## config.mk

```make
export PLATFORM = sky130hd
export DESIGN_NAME = spi_cfg_port
export DESIGN_NICKNAME = d
export VERILOG_FILES = /design/src/rtl/spi_cfg_pkg.sv /design/src/rtl/spi_cfg_sync.sv /design/src/rtl/spi_cfg_shifter.sv /design/src/rtl/spi_cfg_regs.sv /design/src/rtl/spi_cfg_port.sv
export SDC_FILE = /design/constraint.sdc
export NUM_CORES = 1
export LEC_CHECK = 0
export ABC_AREA = 1
export BUFFER_PORTS_ARGS = -buffer_cell sky130_fd_sc_hd__buf_4
export CORE_MARGIN = 2
export CORE_UTILIZATION = 62
export DETAILED_ROUTE_END_ITERATION = 10
export GPL_TIMING_DRIVEN = 0
export HOLD_SLACK_MARGIN = 0.1
export MAX_ROUTING_LAYER = met4
export PLACE_DENSITY = 0.89
export REMOVE_ABC_BUFFERS = 1
export SLEW_MARGIN = 20
export SYNTH_ARGS = -nofsm -noshare
export SYNTH_HDL_FRONTEND = slang
export SYNTH_SLANG_ARGS = --single-unit
```

## constraint.sdc

```tcl
create_clock -name clk_i -period 3.1 [get_ports clk_i]
set_clock_uncertainty 0.05 [all_clocks]
set_input_delay 0.155 -clock clk_i [delete_from_list [all_inputs] [get_ports clk_i]]
set_output_delay 0.155 -clock clk_i [all_outputs]
set_load 0.01 [all_outputs]
```

## src/rtl/spi_cfg_pkg.sv

```systemverilog
package spi_cfg_pkg;
  localparam int ADDR_W = 13;
  typedef logic [ADDR_W-1:0] addr_t;
  typedef enum logic [1:0] {PH_INSTR, PH_DATA, PH_DONE} phase_e;

  localparam addr_t CFG_ADDR   = 13'h000;
  localparam addr_t RBSEL_ADDR = 13'h004;
  localparam addr_t UID_LO     = 13'h005;
  localparam addr_t UID_HI     = 13'h006;

  localparam int CFG_SDO_BIT  = 7;
  localparam int CFG_LSB_BIT  = 6;
  localparam int CFG_SRST_BIT = 5;
endpackage

```

## src/rtl/spi_cfg_sync.sv

```systemverilog
module spi_cfg_sync #(
  parameter int             W       = 1,
  parameter int             STAGES  = 2,
  parameter logic [W-1:0]   RST_VAL = '0
) (
  input  logic         clk_i,
  input  logic         rst_ni,
  input  logic [W-1:0] d_i,
  output logic [W-1:0] q_o
);
  logic [W-1:0] pipe_q [STAGES];

  always_ff @(posedge clk_i or negedge rst_ni) begin
    if (!rst_ni) begin
      for (int s = 0; s < STAGES; s++) pipe_q[s] <= RST_VAL;
    end else begin
      pipe_q[0] <= d_i;
      for (int s = 1; s < STAGES; s++) pipe_q[s] <= pipe_q[s-1];
    end
  end

  assign q_o = pipe_q[STAGES-1];
endmodule

```

## src/rtl/spi_cfg_shifter.sv

```systemverilog
module spi_cfg_shifter
  import spi_cfg_pkg::*;
(
  input  logic       clk_i,
  input  logic       rst_ni,
  input  logic       sclk_i,
  input  logic       csb_i,
  input  logic       sdi_i,
  input  logic       lsb_first_i,
  input  logic       sdo_active_i,
  input  logic [7:0] rdata_i,
  output addr_t      raddr_o,
  output logic       wr_o,
  output addr_t      waddr_o,
  output logic [7:0] wdata_o,
  output logic       sdio_o,
  output logic       sdio_oe_o,
  output logic       sdo_o,
  output logic       sdo_oe_o
);
  phase_e      phase_q;
  logic        sclk_d;
  logic [3:0]  bit_cnt_q;
  logic [1:0]  byte_cnt_q;
  logic [1:0]  len_q;
  logic        is_rd_q;
  logic [15:0] instr_q;
  logic [7:0]  rx_q;
  addr_t       addr_q;
  logic        wr_q;
  addr_t       waddr_q;
  logic [7:0]  wdata_q;

  logic        rise;
  logic [15:0] instr_nxt;
  logic [7:0]  rx_nxt;
  logic [2:0]  bit_sel;
  logic        rd_active;

  assign rise      = sclk_i & ~sclk_d;
  assign instr_nxt = lsb_first_i ? {sdi_i, instr_q[15:1]} : {instr_q[14:0], sdi_i};
  assign rx_nxt    = lsb_first_i ? {sdi_i, rx_q[7:1]} : {rx_q[6:0], sdi_i};

  always_ff @(posedge clk_i or negedge rst_ni) begin
    if (!rst_ni) begin
      phase_q    <= PH_INSTR;
      sclk_d     <= 1'b0;
      bit_cnt_q  <= '0;
      byte_cnt_q <= '0;
      len_q      <= '0;
      is_rd_q    <= 1'b0;
      instr_q    <= '0;
      rx_q       <= '0;
      addr_q     <= '0;
      wr_q       <= 1'b0;
      waddr_q    <= '0;
      wdata_q    <= '0;
    end else begin
      sclk_d <= sclk_i;
      wr_q   <= 1'b0;
      if (csb_i) begin
        phase_q    <= PH_INSTR;
        bit_cnt_q  <= '0;
        byte_cnt_q <= '0;
      end else if (rise) begin
        case (phase_q)
          PH_INSTR: begin
            instr_q <= instr_nxt;
            if (bit_cnt_q == 4'd15) begin
              is_rd_q    <= instr_nxt[15];
              len_q      <= instr_nxt[14:13];
              addr_q     <= instr_nxt[12:0];
              phase_q    <= PH_DATA;
              bit_cnt_q  <= '0;
              byte_cnt_q <= '0;
            end else begin
              bit_cnt_q <= bit_cnt_q + 4'd1;
            end
          end
          PH_DATA: begin
            rx_q <= rx_nxt;
            if (bit_cnt_q == 4'd7) begin
              bit_cnt_q <= '0;
              if (!is_rd_q) begin
                wr_q    <= 1'b1;
                waddr_q <= addr_q;
                wdata_q <= rx_nxt;
              end
              // step uses the order in force for this byte
              addr_q <= lsb_first_i ? addr_q + addr_t'(1) : addr_q - addr_t'(1);
              if (len_q != 2'd3 && byte_cnt_q == len_q) phase_q <= PH_DONE;
              else byte_cnt_q <= byte_cnt_q + 2'd1;
            end else begin
              bit_cnt_q <= bit_cnt_q + 4'd1;
            end
          end
          default: ;
        endcase
      end
    end
  end

  assign bit_sel   = lsb_first_i ? bit_cnt_q[2:0] : 3'd7 - bit_cnt_q[2:0];
  assign rd_active = (phase_q == PH_DATA) && is_rd_q && !csb_i;
  assign raddr_o   = addr_q;
  assign wr_o      = wr_q;
  assign waddr_o   = waddr_q;
  assign wdata_o   = wdata_q;
  assign sdio_o    = rd_active & ~sdo_active_i & rdata_i[bit_sel];
  assign sdo_o     = rd_active &  sdo_active_i & rdata_i[bit_sel];
  assign sdio_oe_o = rd_active & ~sdo_active_i;
  assign sdo_oe_o  = rd_active &  sdo_active_i;


  cs_idle_chk: assert property (@(posedge clk_i) disable iff (!rst_ni)
    csb_i |=> (phase_q == PH_INSTR) && (bit_cnt_q == 4'd0));


  done_quiet_chk: assert property (@(posedge clk_i) disable iff (!rst_ni)
    (phase_q == PH_DONE) |=> !wr_q);


  wr_in_txn_chk: assert property (@(posedge clk_i) disable iff (!rst_ni)
    wr_q |-> $past(phase_q == PH_DATA) && !$past(is_rd_q));
endmodule

```

## src/rtl/spi_cfg_regs.sv

```systemverilog
module spi_cfg_regs
  import spi_cfg_pkg::*;
#(
  parameter int         NUM_DEV  = 4,
  parameter addr_t      DEV_BASE = 13'h010,
  parameter logic [7:0] DEV_RST  = 8'hA5
) (
  input  logic                 clk_i,
  input  logic                 rst_ni,
  input  logic                 wr_i,
  input  addr_t                waddr_i,
  input  logic [7:0]           wdata_i,
  input  logic                 upd_i,
  input  addr_t                raddr_i,
  output logic [7:0]           rdata_o,
  output logic                 lsb_first_o,
  output logic                 sdo_active_o,
  output logic [NUM_DEV*8-1:0] act_o
);
  localparam int    BUF_CNT = NUM_DEV + 2;
  localparam int    IDX_W   = $clog2(BUF_CNT);
  localparam addr_t DEV_END = addr_t'(DEV_BASE + addr_t'(NUM_DEV));

  function automatic logic [IDX_W:0] map_addr(input addr_t a);
    if (a == UID_LO) return {1'b1, IDX_W'(0)};
    if (a == UID_HI) return {1'b1, IDX_W'(1)};
    if (a >= DEV_BASE && a < DEV_END) return {1'b1, IDX_W'(a - DEV_BASE) + IDX_W'(2)};
    return '0;
  endfunction

  logic             cfg_sdo_q, cfg_lsb_q, rb_sel_q;
  logic [7:0]       buf_q [BUF_CNT];
  logic [7:0]       act_q [BUF_CNT];
  logic [BUF_CNT*8-1:0] buf_flat, act_flat;
  logic [IDX_W:0]   wmap, rmap;
  logic             srst;

  assign wmap = map_addr(waddr_i);
  assign rmap = map_addr(raddr_i);
  assign srst = wr_i && (waddr_i == CFG_ADDR) && wdata_i[CFG_SRST_BIT];

  always_ff @(posedge clk_i or negedge rst_ni) begin
    if (!rst_ni) begin
      cfg_sdo_q <= 1'b0;
      cfg_lsb_q <= 1'b0;
      rb_sel_q  <= 1'b0;
    end else if (srst) begin
      cfg_sdo_q <= 1'b0;
      cfg_lsb_q <= 1'b0;
      rb_sel_q  <= 1'b0;
    end else if (wr_i && waddr_i == CFG_ADDR) begin
      cfg_sdo_q <= wdata_i[CFG_SDO_BIT];
      cfg_lsb_q <= wdata_i[CFG_LSB_BIT];
    end else if (wr_i && waddr_i == RBSEL_ADDR) begin
      rb_sel_q <= wdata_i[0];
    end
  end

  for (genvar g = 0; g < BUF_CNT; g++) begin : g_ent
    localparam logic [7:0] DFLT = (g < 2) ? 8'h00 : DEV_RST;
    always_ff @(posedge clk_i or negedge rst_ni) begin
      if (!rst_ni) begin
        buf_q[g] <= DFLT;
        act_q[g] <= DFLT;
      end else if (srst) begin
        buf_q[g] <= DFLT;
        act_q[g] <= DFLT;
      end else begin
        if (wr_i && wmap[IDX_W] && wmap[IDX_W-1:0] == IDX_W'(g)) buf_q[g] <= wdata_i;
        if (upd_i) act_q[g] <= buf_q[g];
      end
    end
    assign buf_flat[g*8 +: 8] = buf_q[g];
    assign act_flat[g*8 +: 8] = act_q[g];
  end

  always_comb begin
    rdata_o = 8'h00;
    if (raddr_i == CFG_ADDR)
      rdata_o = {cfg_sdo_q, cfg_lsb_q, 4'b0000, cfg_lsb_q, cfg_sdo_q};
    else if (raddr_i == RBSEL_ADDR)
      rdata_o = {7'b0, rb_sel_q};
    else if (rmap[IDX_W])
      rdata_o = rb_sel_q ? buf_flat[rmap[IDX_W-1:0]*8 +: 8] : act_flat[rmap[IDX_W-1:0]*8 +: 8];
  end

  assign lsb_first_o  = cfg_lsb_q;
  assign sdo_active_o = cfg_sdo_q;
  assign act_o        = act_flat[BUF_CNT*8-1:16];


  act_hold_chk: assert property (@(posedge clk_i) disable iff (!rst_ni)
    (!upd_i && !srst) |=> $stable(act_flat));


  srst_dflt_chk: assert property (@(posedge clk_i) disable iff (!rst_ni)
    srst |=> !cfg_sdo_q && !cfg_lsb_q && !rb_sel_q);


  unimp_wr_chk: assert property (@(posedge clk_i) disable iff (!rst_ni)
    (wr_i && !wmap[IDX_W] && waddr_i != CFG_ADDR && waddr_i != RBSEL_ADDR && !upd_i)
      |=> $stable(buf_flat) && $stable(act_flat));
endmodule

```

## src/rtl/spi_cfg_port.sv

```systemverilog
module spi_cfg_port
  import spi_cfg_pkg::*;
#(
  parameter int         NUM_DEV  = 4,
  parameter addr_t      DEV_BASE = 13'h010,
  parameter logic [7:0] DEV_RST  = 8'hA5
) (
  input  logic                 clk_i,
  input  logic                 rst_ni,
  input  logic                 sclk_i,
  input  logic                 csb_i,
  input  logic                 sdio_i,
  input  logic                 io_update_i,
  output logic                 sdio_o,
  output logic                 sdio_oe_o,
  output logic                 sdo_o,
  output logic                 sdo_oe_o,
  output logic [NUM_DEV*8-1:0] act_regs_o
);
  logic [2:0] spi_s;
  logic       upd_s, upd_d, upd_pulse;
  logic       lsb_first, sdo_active, wr;
  addr_t      raddr, waddr;
  logic [7:0] rdata, wdata;

  spi_cfg_sync #(.W(3), .STAGES(2), .RST_VAL(3'b010)) u_sync_spi (
    .clk_i (clk_i), .rst_ni (rst_ni),
    .d_i   ({sclk_i, csb_i, sdio_i}), .q_o (spi_s)
  );

  spi_cfg_sync #(.W(1), .STAGES(2), .RST_VAL(1'b0)) u_sync_upd (
    .clk_i (clk_i), .rst_ni (rst_ni), .d_i (io_update_i), .q_o (upd_s)
  );

  always_ff @(posedge clk_i or negedge rst_ni) begin
    if (!rst_ni) upd_d <= 1'b0;
    else         upd_d <= upd_s;
  end
  assign upd_pulse = upd_s & ~upd_d;

  spi_cfg_shifter u_shifter (
    .clk_i        (clk_i),
    .rst_ni       (rst_ni),
    .sclk_i       (spi_s[2]),
    .csb_i        (spi_s[1]),
    .sdi_i        (spi_s[0]),
    .lsb_first_i  (lsb_first),
    .sdo_active_i (sdo_active),
    .rdata_i      (rdata),
    .raddr_o      (raddr),
    .wr_o         (wr),
    .waddr_o      (waddr),
    .wdata_o      (wdata),
    .sdio_o       (sdio_o),
    .sdio_oe_o    (sdio_oe_o),
    .sdo_o        (sdo_o),
    .sdo_oe_o     (sdo_oe_o)
  );

  spi_cfg_regs #(.NUM_DEV(NUM_DEV), .DEV_BASE(DEV_BASE), .DEV_RST(DEV_RST)) u_regs (
    .clk_i        (clk_i),
    .rst_ni       (rst_ni),
    .wr_i         (wr),
    .waddr_i      (waddr),
    .wdata_i      (wdata),
    .upd_i        (upd_pulse),
    .raddr_i      (raddr),
    .rdata_o      (rdata),
    .lsb_first_o  (lsb_first),
    .sdo_active_o (sdo_active),
    .act_o        (act_regs_o)
  );


  oe_excl_chk: assert property (@(posedge clk_i) disable iff (!rst_ni)
    !(sdio_oe_o && sdo_oe_o));
endmodule

```

* Word level (Yosys, flattened, before mapping)
Index checks and enable logic that the tools add are counted.
** Storage, ports and cells
- Register bits after elaboration :: 179
- Word-level logic and storage cells :: 213
- Output and inout port bits :: 36
** Cells by class
- Add/subtract/negate cells :: 9
- Reduce and logical (&&, ||, !) cells :: 41
- Equal/unequal tests :: 23
- Multiplexer cells :: 90
- Shift-type cells :: 2
- Order comparisons :: 5
- Bitwise operators :: 11
** Operators with widths (number)
- 8-bit two-way mux :: 29
- 48-bit by 7-bit variable part select with 8-bit output :: 2
- 13-bit by 3-bit == test with 1-bit output (second input constant) :: 6
- 4-bit two-way mux :: 16
- 13-bit two-way mux :: 3
- 13-bit by 5-bit greater-or-equal comparator with 1-bit output (second input constant) :: 2
- 13-bit logical NOT :: 2
- 13-bit by 5-bit < comparator with 1-bit output (second input constant) :: 2
- 13-bit case mux with 2 select lines :: 1
- 1-bit two-way mux :: 25
- 2-bit nonzero test :: 11
- 2-bit two-way mux :: 10
- 5-bit AND reduction :: 4
- 16-bit two-way mux :: 1
- 1-bit logical AND :: 15
- 13-bit by 1-bit adder with 13-bit output (second input constant) :: 1
- 13-bit by 1-bit subtractor with 13-bit output (second input constant) :: 1
- 3-bit by 2-bit != test with 1-bit output (second input constant) :: 3
- 2-bit case mux with 2 select lines :: 2
- 4-bit case mux with 2 select lines :: 1
- 3-bit by 2-bit adder with 3-bit output (second input constant) :: 2
- 1-bit bitwise AND :: 6
- 3-bit by 2-bit == test with 1-bit output (second input constant) :: 2
- 3-bit == test (second input constant) :: 2
- 23 further kinds :: 32

* Depth between registers and ports, before layout
- Depth in word-level cells :: 16
- Depth in mapped cells :: 17
- Gate-level depth less buffers :: 17

* Modules after synthesis
From an unflattened synthesis, not the netlist that was laid out.
** Unflattened totals
- Cells, all modules :: 1351
- Area total of the unflattened synthesis :: 10153.5 µm²
** By module, submodules not included
- spi_cfg_regs :: area each 5825.6 µm², instances 1, cells an instance 774
- spi_cfg_shifter :: area each 4067.7 µm², instances 1, cells an instance 563
- spi_cfg_sync (u_sync_spi) :: area each 175.2 µm², instances 1, cells an instance 9
- spi_cfg_sync (u_sync_upd) :: area each 50.0 µm², instances 1, cells an instance 2
- spi_cfg_port :: area each 35.0 µm², instances 1, cells an instance 3

* Worst setup path before layout
No wires, ideal clock.
- Kind :: flip-flop to flip-flop
- Start point :: register u_regs.cfg_lsb_q (netlist: u_regs.lsb_first_o)
- End point :: register u_shifter.addr_q[9] (netlist: u_shifter.raddr_o[9])
- Data required time :: 2.985 ns
- Arrival :: 2.061 ns
- Cell stages (with the launch flop) :: 11
- Slack :: 0.924 ns
- Cells stage by stage :: dfrtp_1 -> inv_1 -> ha_1 -> a21oi_1 -> o21ai_0 -> a21oi_1 -> o21ai_0 -> or2_2 -> nand3_1 -> o211ai_1 -> nand2_1
** Between the ends
- Word-level cells in the longest chain between the ends :: 3
- Elaborated cells between the ends (all ways) :: 5
** RTL lines
- from (decl) :: line spi_cfg_regs.sv:31 : logic cfg_sdo_q, cfg_lsb_q, rb_sel_q;
- from (signal assigned) :: line spi_cfg_regs.sv:53 : cfg_lsb_q <= wdata_i[CFG_LSB_BIT];
- 13-bit two-way mux / 16-bit two-way mux (equally long branches) :: line spi_cfg_shifter.sv:90, spi_cfg_shifter.sv:41
- 13-bit two-way mux, on equally long branches :: line spi_cfg_shifter.sv:82, spi_cfg_shifter.sv:69
- 13-bit case mux with 2 select lines * :: line spi_cfg_shifter.sv:66 : case (phase_q)
- to (signal assigned) :: line spi_cfg_shifter.sv:72 : addr_q <= instr_nxt[12:0];
- to (signal assigned) :: line spi_cfg_shifter.sv:90 : addr_q <= lsb_first_i ? addr_q + addr_t'(1) : addr_q - addr_t'(1);
- to (decl) :: line spi_cfg_shifter.sv:29 : addr_t addr_q;
Every way passes the cells marked *; elsewhere a longest branch is shown, timed or not. The select of a mux whose other input is x is not followed.
A chain may end at the register's enable or synchronous reset.

* Final worst setup path
- Start point :: register u_shifter.addr_q[9] (netlist: u_shifter.raddr_o[9])
- End point :: output sdo_o
** Between the ends
- Word-level cells in the longest chain between the ends :: 16
- Elaborated cells between the ends (all ways) :: 27
** RTL lines
- 13-bit by 5-bit greater-or-equal comparator with 1-bit output / 13-bit by 5-bit < comparator with 1-bit output (equally long branches) :: line spi_cfg_regs.sv:27 : if (a >= DEV_BASE && a < DEV_END) return {1'b1, IDX_W'(a - DEV_BASE) + IDX_W'(2)};
- 1-bit logical AND :: line spi_cfg_regs.sv:27
- 1-bit two-way mux (2 in series) :: line spi_cfg_regs.sv:27
- 1-bit two-way mux :: line spi_cfg_regs.sv:26 : if (a == UID_HI) return {1'b1, IDX_W'(1)};
- 4-bit two-way mux :: line spi_cfg_regs.sv:28 : return '0;
- 4-bit two-way mux :: line spi_cfg_regs.sv:27
- 4-bit two-way mux :: line spi_cfg_regs.sv:26
- 48-bit by 7-bit variable part select with 8-bit output :: line spi_cfg_regs.sv:84 : rdata_o = rb_sel_q ? buf_flat[rmap[IDX_W-1:0]*8 +: 8] : act_flat[rmap[IDX_W-1:0]*8 +: 8];
- 8-bit two-way mux :: line spi_cfg_regs.sv:84
- 8-bit two-way mux :: line spi_cfg_regs.sv:83 : else if (rmap[IDX_W])
- 8-bit two-way mux :: line spi_cfg_regs.sv:81 : else if (raddr_i == RBSEL_ADDR)
- 8-bit two-way mux * :: line spi_cfg_regs.sv:79 : if (raddr_i == CFG_ADDR)
- 1-bit binary-select mux with 3-bit select * :: line spi_cfg_shifter.sv:110 : assign sdo_o = rd_active & sdo_active_i & rdata_i[bit_sel];
- 1-bit two-way mux (not written as such) * :: line spi_cfg_shifter.sv:110
- 1-bit bitwise AND * :: line spi_cfg_shifter.sv:110
- to (decl) :: line spi_cfg_port.sv:16 : output logic sdo_o,
Marks and branches as above.

==> impl_results.md <==
- Outcome: finished, final reports clean
- Initial DRC count: 967
- Pre-antenna DRT Iters: 6
- Peak VDD IR: 0.406 mV
- Clock transition at the registers of the reported paths: 60 ps
- Final worst path period need: 3030 ps
- Io pins: 42
- Average routed wire per standard cell: 16.4 um
- Post-synthesis sequential area ratio: 46.0%
- Row cnt: 46
- Hold Crit Class: primary input to asynchronous set/reset pin
- Internal: 3.60 mW
- Synth-to-layout area growth: 12.3%
- Avg Cell Area, Syn: 7.66 um^2
- Max_cap viols: 0
- Final slew viol count: 0
- Clk root buf: clkbuf_16
- CTS tree: yes
- Synth Register Bits: 179
- Post-synthesis cell type count: 52
- Die W: 130 um
- Placed cells: 1,466
- Gate power share: 3.5%
- Clk sinks: 179
- Ant diodes: 0
- Yosys warnings: 0
- Buffers on Ports: 41
- ANT nets after route: 0
- Flop pwr share: 51.1%
- Final hold vios: 0
- Relative slew slack: 40.1%
- Synthesized cell area: 9840 um^2
- Post-DP HPWL: 15.7 mm
- Worst Tran Pin Value: 896 ps
- Chip height: 130 um
- Commonest non-fill, non-tap cell in the layout: nand2_1
- Layout Cells excl Fill: 1,530
- Clk Latency, worst-skew pair: 450 ps
- Via/cell ratio: 5.76
- First-pass GRT wire length: 38.9 mm
- Clock share of power: 45.4%
- Total wire length: 25.0 mm
- Residual DRC: 0
- Crit path kind: flip-flop to primary output
- Async SR Flop Fraction: 100%
- Max frequency: 330 MHz
- Mapped Cells: 1,285
- Layout cell share with drive strength beyond 1: 15.0%
- Largest net degree at the start of global routing: 70
- # fillers: 1,174
- Period Utilization, post-route: 97.8%
- Clock buffer depth: 2
- Placer Congestion: 0.937
- Switching power of the nets: 1.07 mW
- EDFF count, synth: 0
- Arrival time worst endpoint: 2830 ps
- Die area: 16,900 um^2
- Initial antenna violation count: 0
- Total Routing Usage GR: 30.4%
- Final setup fails: 0
- NumNets Final: 1,320
- Via count: 8,815
- WHS: 138 ps
- Leakage: 5.26 nW
- Core footprint: 15,700 um^2
- PwrDens: 422 nW/um^2
- Dominant synthesized flop cell: dfrtp_1
- CP required: 2890 ps
- Vias in the first global route: 8,003
- Nature of the critical path startpoint: flip-flop
- Initial Utilization: 62.6%
- Net Sw Frac: 22.9%
- Max FO, Critical Path: 6
- CTS H-tree depth: 4
- Global route overflow: 0
- Commonest cells after routing, fill and taps aside: nand2_1, inv_1, o21ai_0
- CTS Buf Count: 17
- Crit end category: primary output
==> routing by layer <==
metal,global-route usage [%],up-vias,share of wire (%)
met3,6.19,92,7.9
met5,-,-,0
met4,12.1,0,4.0
li1,-,4143,-
met2,48.1,442,48
met1,38.5,4138,40
==> path summary, 6_finish.rpt <==
| kind | start | endpoint | slack (ps) | cells past startpoint |
|---|---|---|---|---|
| setup / recovery | u_shifter.raddr_o[9] | sdo_o | 70 | 16 |
| hold / removal | rst_ni | upd_d | 140 | 2 |
| setup reg to reg | u_shifter.waddr_o[5] | u_regs.act_o[17] | 270 | 9 |
| hold reg to reg | u_sync_spi.pipe_q[3] | u_sync_spi.q_o[0] | 300 | 0 |
| max in group asynchronous | rst_ni | u_sync_spi.pipe_q[4] | 1840 | 4 |
| min in group clk_i | u_sync_spi.pipe_q[3] | u_sync_spi.q_o[0] | 300 | 0 |
==> power by group through the flow <==
| stage | Sequential [mW] | Clock [mW] | Combinational, mW |
|---|---|---|---|
| floorplan | 2.42 | 0 | 0.0633 |
| global placement | 2.42 | 0 | 0.134 |
| detailed placement | 2.43 | 0 | 0.153 |
| CTS | 2.38 | 2.11 | 0.162 |
| global route | 2.39 | 2.23 | 0.187 |
| finish | 2.38 | 2.12 | 0.165 |
==> worst max-delay path, cell delays in order, from the launching register on <==
cell and delay [ps]:
dfrtp_1 440, nor2_1 160, nand2_2 100, nor2_4 140, buf_12 140, nand2_4 90, nor2_4 200, inv_2 100
a21oi_1 150, o21ai_0 120, nand3_1 100, nand3_1 130, nand2_1 90, nand2_1 70, nand2_2 120, a21oi_1 70
buf_4 140
==> metrics by stage <==
step                utilization (%)  cell area (um^2)  power [mW]  setup slack (ps)  setup TNS (ps)
floorplan                         -              9340        2.49              -105            -221
global placement               63.1              9920        2.56             -1300          -33150
global route                   70.3             11000        4.81             -78.2            -144
CTS                            68.5             10800        4.66              9.24               0
detailed placement             64.0             10000        2.58              -892          -13340
finish                         70.3             11000        4.67              68.4               0
==> final cells by class <==
cell class	count	area [um^2]	share of cell area, %
clock buffers	19	433	3.92
clock inverters	13	134	1.21
inverters	187	719	6.51
multi-input cells	839	4230	38.3
flip-flops and latches	179	4530	41.0
well taps	216	270	2.45
repair buffers	75	709	6.42
repair inverters	2	15.0	0.136
==> state kept, by name, indices dropped and copies added (netlist names), 4 cells and up <==
register and count:
u_regs.buf_flat 48, u_regs.act_o 32, u_regs.act_flat 16, u_shifter.instr_q 16, u_shifter.raddr_o 13, u_shifter.waddr_o 13
u_shifter.rx_q 8, u_shifter.wdata_o 8, u_shifter.bit_cnt_q 4
==> kinds of logic (layout without fill, tap and decap cells) <==
| logic type | Yosys count | in the layout | share of synthesized area [%] |
|---|---|---|---|
| compound gates | 293 | 293 | 16.3 |
| xor+xnor | 10 | 10 | 0.890 |
| fa+ha+maj | 13 | 13 | 1.73 |
| buf+inv | 268 | 296 | 12.2 |
| flops | 179 | 179 | 46.0 |
| mux | 8 | 8 | 0.839 |
| simple gates | 514 | 515 | 22.1 |
==> Yosys cell counts, types with 2 or more instances <==
cell type	instances	area share [%]
o211ai_1	22	1.7
inv_2	7	0.27
buf_6	4	0.46
a21boi_1	2	0.15
mux2_2	2	0.23
o22ai_1	18	1.1
buf_4	34	2.6
a211oi_1	2	0.15
a31oi_1	2	0.13
o21ai_0	170	8.6
clkbuf_1	30	1.1
o21ai_1	14	0.71
xor2_1	6	0.53
xnor2_1	4	0.36
a21boi_0	4	0.31
nor2_4	5	0.57
dfstp_2	34	9.1
clkbuf_8	2	0.28
nor2_2	5	0.32
nand3_1	57	2.9
a21oi_1	49	2.5
nor3_1	13	0.66
o2111ai_1	2	0.18
mux2i_1	6	0.61
or2_2	3	0.19
nor2_1	70	2.7
nand2_1	342	13
ha_1	12	1.5
dfrtp_1	145	37
o21ai_2	3	0.27
nand3b_1	2	0.15
nand2_2	3	0.19
nand4_1	6	0.38
inv_1	179	6.8
buf_2	9	0.46
==> what timing repair did <==
action / CTS / global route
setup endpoints to repair: 31 / 17
pin swaps: 0 / 6
buffers inserted: 5 / 18
endpoints found under the hold margin: 112 / 0
gates resized for setup: 11 / 23
cloned: 1 / 3
hold buffers: 5 / 0
(Power assumes the default switching activity.)
